[src/rtl/fxdiv_hs.sv]
module fxdiv_hs #(
  parameter int XW = 12,
  parameter int XI = 4,
  parameter int YW = 8,
  parameter int YI = 4,
  parameter int QW = 14,
  parameter int QI = 8,
  parameter bit SATURATE = 1'b1,
  parameter bit IN_REG = 1'b0,
  parameter bit OUT_REG = 1'b1
) (
  input  logic          clk,
  input  logic          rst_n,
  input  logic          in_valid,
  input  logic [XW-1:0] in_x,
  input  logic [YW-1:0] in_y,
  output logic          in_rdy,
  input  logic          out_rdy,
  output logic          out_valid,
  output logic [QW-1:0] out_q,
  output logic          out_ovf
);

  localparam int SH = (QW - QI) - (XW - XI) + (YW - YI);
  localparam int NW = XW + SH;
  localparam int MW = (NW > QW ? NW : QW) + 1;
  localparam logic [MW-1:0] LIMP = MW'(1) << (QW - 1);
  localparam logic [QW-1:0] QMAXC = {1'b0, {(QW-1){1'b1}}};
  localparam logic [QW-1:0] QMINC = {1'b1, {(QW-1){1'b0}}};

  logic adv, take, rdy_q, hv;
  logic [1:0] cnt;
  logic [XW-1:0] bx0, bx1, hx;
  logic [YW-1:0] by0, by1, hy;

  assign adv    = out_rdy;
  assign in_rdy = (cnt == 2'd0);
  assign take   = in_valid & rdy_q;
  assign hv     = (cnt != 2'd0) | take;
  assign hx     = (cnt != 2'd0) ? bx0 : in_x;
  assign hy     = (cnt != 2'd0) ? by0 : in_y;

  always_ff @(posedge clk or negedge rst_n) begin
    if (!rst_n) begin
      cnt   <= 2'd0;
      rdy_q <= 1'b0;
    end else begin
      rdy_q <= in_rdy;
      if (adv && cnt != 2'd0) begin
        if (cnt == 2'd2) cnt <= 2'd1;
        else if (!take) cnt <= 2'd0;
      end else if (!adv && take) begin
        cnt <= (cnt == 2'd0) ? 2'd1 : 2'd2;
      end
    end
  end

  always_ff @(posedge clk) begin
    if (adv && cnt != 2'd0) begin
      if (cnt == 2'd2) begin
        bx0 <= bx1;
        by0 <= by1;
      end else if (take) begin
        bx0 <= in_x;
        by0 <= in_y;
      end
    end else if (!adv && take) begin
      if (cnt == 2'd0) begin
        bx0 <= in_x;
        by0 <= in_y;
      end else begin
        bx1 <= in_x;
        by1 <= in_y;
      end
    end
  end

  logic pv;
  logic [XW-1:0] px;
  logic [YW-1:0] py;

  generate
    if (IN_REG) begin : g_in_reg
      always_ff @(posedge clk or negedge rst_n) begin
        if (!rst_n) pv <= 1'b0;
        else if (adv) pv <= hv;
      end
      always_ff @(posedge clk) begin
        if (adv) begin
          px <= hx;
          py <= hy;
        end
      end
    end else begin : g_in_wire
      assign pv = hv;
      assign px = hx;
      assign py = hy;
    end
  endgenerate

  logic xneg, yneg;
  logic [XW-1:0] xmag;
  logic [YW-1:0] ymag;
  logic [NW-1:0] num;

  assign xneg = px[XW-1];
  assign yneg = py[YW-1];
  assign xmag = xneg ? (~px + 1'b1) : px;
  assign ymag = yneg ? (~py + 1'b1) : py;
  assign num  = NW'(xmag) << SH;

  logic          sv    [0:NW];
  logic [NW-1:0] sn    [0:NW];
  logic          sneg  [0:NW];
  logic          szero [0:NW];
  logic          sxn   [0:NW];
  logic [YW-1:0] sr    [0:NW-1];
  logic [YW-1:0] sd    [0:NW-1];
  logic [YW-1:0] nr    [0:NW-1];
  logic [NW-1:0] nn    [0:NW-1];

  always_comb begin : p_step
    logic [YW:0] tr, df;
    for (int k = 0; k < NW; k++) begin
      tr    = {sr[k], sn[k][NW-1]};
      df    = tr - {1'b0, sd[k]};
      nr[k] = df[YW] ? tr[YW-1:0] : df[YW-1:0];
      nn[k] = {sn[k][NW-2:0], ~df[YW]};
    end
  end

  always_ff @(posedge clk or negedge rst_n) begin
    if (!rst_n) begin
      for (int k = 0; k <= NW; k++) sv[k] <= 1'b0;
    end else if (adv) begin
      sv[0] <= pv;
      for (int k = 0; k < NW; k++) sv[k+1] <= sv[k];
    end
  end

  always_ff @(posedge clk) begin
    if (adv) begin
      sr[0]    <= '0;
      sd[0]    <= ymag;
      sn[0]    <= num;
      sneg[0]  <= xneg ^ yneg;
      szero[0] <= (py == '0);
      sxn[0]   <= xneg;
      for (int k = 0; k < NW; k++) begin
        sn[k+1]    <= nn[k];
        sneg[k+1]  <= sneg[k];
        szero[k+1] <= szero[k];
        sxn[k+1]   <= sxn[k];
      end
      for (int k = 1; k < NW; k++) begin
        sr[k] <= nr[k-1];
        sd[k] <= sd[k-1];
      end
    end
  end

  logic [MW-1:0] qmx;
  logic [QW-1:0] qlo, qsg, fq;
  logic big, fovf, fv, last_v;

  assign qmx  = MW'(sn[NW]);
  assign big  = sneg[NW] ? (qmx > LIMP) : (qmx >= LIMP);
  assign qlo  = qmx[QW-1:0];
  assign qsg  = sneg[NW] ? (~qlo + 1'b1) : qlo;
  assign fv   = sv[NW];
  assign fovf = szero[NW] | big;
  assign fq   = szero[NW] ? (sxn[NW] ? QMINC : QMAXC) :
                (big && SATURATE) ? (sneg[NW] ? QMINC : QMAXC) : qsg;

  generate
    if (OUT_REG) begin : g_out_reg
      logic ov, oo;
      logic [QW-1:0] oq;
      always_ff @(posedge clk or negedge rst_n) begin
        if (!rst_n) ov <= 1'b0;
        else if (adv) ov <= fv;
      end
      always_ff @(posedge clk) begin
        if (adv) begin
          oq <= fq;
          oo <= fovf;
        end
      end
      assign last_v  = ov;
      assign out_q   = oq;
      assign out_ovf = oo;
    end else begin : g_out_wire
      assign last_v  = fv;
      assign out_q   = fq;
      assign out_ovf = fovf;
    end
  endgenerate

  assign out_valid = last_v & out_rdy;


  out_gate_chk: assert property (@(posedge clk) disable iff (!rst_n)
    !out_rdy |-> !out_valid);


  stall_hold_chk: assert property (@(posedge clk) disable iff (!rst_n)
    (last_v && !out_rdy) |=> (last_v && $stable(out_q) && $stable(out_ovf)));


  buf_room_chk: assert property (@(posedge clk) disable iff (!rst_n)
    take |-> (cnt != 2'd2));


  sat_code_chk: assert property (@(posedge clk) disable iff (!rst_n)
    (out_valid && out_ovf && SATURATE) |-> (out_q == QMAXC || out_q == QMINC));

endmodule

[config.mk]
export PLATFORM = sky130hd
export DESIGN_NAME = fxdiv_hs
export DESIGN_NICKNAME = d
export VERILOG_FILES = /design/src/rtl/fxdiv_hs.sv
export SDC_FILE = /design/constraint.sdc
export NUM_CORES = 1
export LEC_CHECK = 0
export BUFFER_PORTS_ARGS = -buffer_cell sky130_fd_sc_hd__buf_2
export CAP_MARGIN = 20
export CELL_PAD_IN_SITES_DETAIL_PLACEMENT = 1
export CELL_PAD_IN_SITES_GLOBAL_PLACEMENT = 1
export CORE_MARGIN = 5
export CORE_UTILIZATION = 48
export DETAILED_ROUTE_END_ITERATION = 12
export PLACE_DENSITY = 0.79
export SYNTH_ARGS = -nofsm -noshare
export SYNTH_HDL_FRONTEND = slang
export SYNTH_SLANG_ARGS = --single-unit
[constraint.sdc]
create_clock -name clk -period 3.25 [get_ports clk]
set_clock_uncertainty 0.1 [all_clocks]
set_input_delay 0.1625 -clock clk [delete_from_list [all_inputs] [get_ports clk]]
set_output_delay 0.1625 -clock clk [all_outputs]
set_load 0.1 [all_outputs]
==> results.md <==
- Post-Syn Area: 0.0225 mm²
- Final setup fails: 0
- Longest Clk Path Bufs: 3
- Critical Path RT: 3.56 ns
- Placed insts: 2182
- Total grt overflow: 0
- Worst reg2reg startpoint: sn[0][83]
- Async S/R FF share, synth: 3.67%
- Initial antenna violation count: 0
- Core footprint: 0.0465 mm²
- Top-area cell type share of the netlist area: 66.6%
- Nets: 1798
- Routability congestion estimate: 0.805
- Drt drc: 0
- Starting Density: 48.5%
- H-tree Lvls: 2
- Final TNS setup: 0 ns
- Status: completed
- Post-route design area: 0.0255 mm²
- HPWL after DPL: 27100 µm
- Leading cell types in the layout, fill and taps excluded: edfxtp_1 (499), inv_1 (139), nor2_1 (121)
- Worst Hold Launch: in_x[11]
- Row count: 79
- Num CTS Buffers: 53
- Largest net degree at the start of global routing: 161
- Worst Setup End Kind: register
- CTS tree: yes
- CTS Sinks: 518
- Critical path depth: 11
- Seq cells post-synth: 518
- Pin slew with the least headroom to its limit: 0.952 ns
- Detailed Route Iter0 Violations: 574
- Crit-path slowest cell: fa_1
- Vias per cell: 5.25
- Top cells by area, synth: edfxtp_1 (67%), ha_1 (5.9%), mux2_2 (3.4%)
- P_leak: 9.70 nW
- CP peak stage delay: 0.41 ns
- Routed WL per cell: 17.6 µm
- Sequential element share of the synthesized area: 68.7%
- Cell variety after synth: 57
- Port buffer count: 40
- Ant. Diodes: 0
- Postcts setup bufs: 0
- Die area: 0.0513 mm²
- 1st-pass router iterations: 4
- Ys flop type: edfxtp_1
- Max Cap Violations: 0
- Finished Layout Cells: 2307
- Chip Height: 227 µm
- FF+latch area: 0.0155 mm²
- Fmax: 329 MHz
- Peak VDD IR: 0.000634 V
- Multi-input logic area: 0.00640 mm²
- Hold/Removal Path Class: in -> reg
- Arrival time worst endpoint: 3.34 ns
- Reg clk slew, reported paths: 0.06 ns
- Mean Syn Cell Area: 14.7 µm²
- Area grow syn2layout: 13.4%
- Reg2reg setup slack: 0.21 ns
- Reg2reg path depth: 11
- Final period util: 93.4%
- Slew HR: 36.1%
- Worst-Skew Late Latency: 0.60 ns
- Post-Route WL: 40500 µm
- Fin util: 54.9%
- Post-DRT Antenna Nets: 0
- Buf+Inv Stages, Crit Path: 3
- Worst-path maximum fanout: 6
- WS Path Type: reg -> reg
- Critical Path, Cell by Cell: inv_1 -> ha_1 -> inv_1 -> fa_1 -> a21oi_1 -> o22ai_1 -> o41ai_1 -> xnor2_1 -> buf_4 -> nor2_1 -> a21oi_1
- Chip width: 227 µm
- Top Ports: 41
- Hold Fails Final Rpt: 0
- RSZ-0062 raised after global routing: false
- Via count: 12100
- Placed Area: 0.0236 mm²
- Hold Crit Depth: 2
- Setup crit start kind: register
- First-pass GRT wire length: 67300 µm
- Total global-route track usage: 16.2%
- Root buffer cell: clkbuf_16
- Commonest non-fill, non-tap cell in the layout: edfxtp_1
- Final Critical Period: 3.04 ns
- Share of cells above drive strength 1: 13.6%
- Yosys Warn Count: 0
- Critical Path Start: sn[0][83]
- Vias in the first global route: 13200
- Pins over their slew limit: 0
- Cell family with most CP delay: compound AO/OA/AOI/OAI gates
- Number of fill cells in the layout: 4477
- Number of synthesized flops with an enable pin: 499
- Synth area leader: edfxtp_1
- Syn Inst Count: 1532
- Power Density: 940 mW/mm²
path summary, 6_finish.rpt:
check                              to
max                         sr[0][50]
min                           bx1[11]
max reg2reg                 sr[0][50]
min reg2reg                sn[0][107]
max in group asynchronous      cnt[1]
min in group asynchronous       sv[6]
report_power, final:
| group | total, mW | internal, mW | switching (mW) | leakage [nW] |
|---|---|---|---|---|
| combinational | 7.84 | 3.45 | 4.39 | 3.80 |
| clock | 5.85 | 3.39 | 2.46 | 0.834 |
| sequential | 10.3 | 9.52 | 0.789 | 5.07 |
| total | 24.0 | 16.4 | 7.64 | 9.70 |
sequential cells by signal, indices dropped and copies added (netlist names), 2 cells and up:
register and flops:
sxn 15, by0 8, szero 15, sv 14
sn 183, sd 112, by1 8, bx0 12
bx1 12, sneg 15, sr 104, cnt 2
out_q 14
cell families after synthesis:
| family | count (synthesis) | share of synthesized area [%] |
|---|---|---|
| adders and majority gates | 119 | 7.01 |
| muxes | 90 | 4.38 |
| AOI/OAI and AO/OA | 234 | 6.10 |
| other | 1 | 0.0167 |
| buffers and inverters | 165 | 2.98 |
| and+or+nand+nor | 294 | 6.47 |
| xor gates and xnor gates | 111 | 4.35 |
| DFF | 518 | 68.7 |
synthesized netlist by cell type, types with 2 or more instances:
library cell	n
and3_1	2
nand3_1	37
edfxtp_1	499
nand2_1	29
or3_1	13
o21ai_0	60
xnor2_1	72
mux2i_1	22
nand2b_1	35
o2111ai_1	11
mux2_2	68
o21ai_1	8
nor2_1	121
dfrtp_1	19
clkbuf_1	7
o21a_1	5
nand3b_1	2
o21ai_2	3
nor2b_1	17
o41ai_1	13
a31oi_1	4
inv_1	139
ha_1	107
a21oi_1	103
nor3_1	10
xor2_1	38
buf_2	8
o31ai_1	5
and2_1	3
o22ai_1	13
nor4_1	7
nor3b_1	2
and2b_1	7
buf_4	9
fa_1	12
routing by layer:
| layer | up-vias | GRT usage [%] | part of all wire, % |
|---|---|---|---|
| li1 | 5866 | - | - |
| met1 | 6032 | 19.2 | 41 |
| met2 | 154 | 30.0 | 53 |
| met3 | 70 | 3.33 | 3.3 |
| met4 | 0 | 4.41 | 2.2 |
| met5 | - | 0 | 0 |
worst reg2reg max path, cell delays in order, from the launching register on:
cell	delay, ns
edfxtp_1	0.39
inv_1	0.07
ha_1	0.19
inv_1	0.07
fa_1	0.41
a21oi_1	0.21
o22ai_1	0.18
o41ai_1	0.37
xnor2_1	0.35
buf_4	0.27
nor2_1	0.05
a21oi_1	0.20
area by class of cell:
class                           instances  share of cell area, %
Inverter                              140                   2.06
Timing Repair Buffer                   91                   2.67
Multi-Input combinational cell        851                   25.1
Clock inverter                         39                   1.14
Sequential cell                       518                   60.6
Tap cell                              607                   2.98
Clock buffer                           61                   5.48
through the flow:
step                hold WS [ns]  setup WS, ns  power [mW]
finish                     0.226         0.213        24.0
global route               0.215        0.0290        25.6
CTS                        0.177         0.174        24.2
detailed placement        0.0143         0.245        18.2
global placement          0.0111         0.418        17.6
floorplan                 -0.233         0.593        16.0
repair_timing:
item                                   in CTS  in global routing
gates resized for setup                     0                  1
hold buffers                               25                  0
setup endpoints to repair                   0                  2
endpoints found under the hold margin     135                  0
Note: power is estimated with default switching activity, not from simulation.
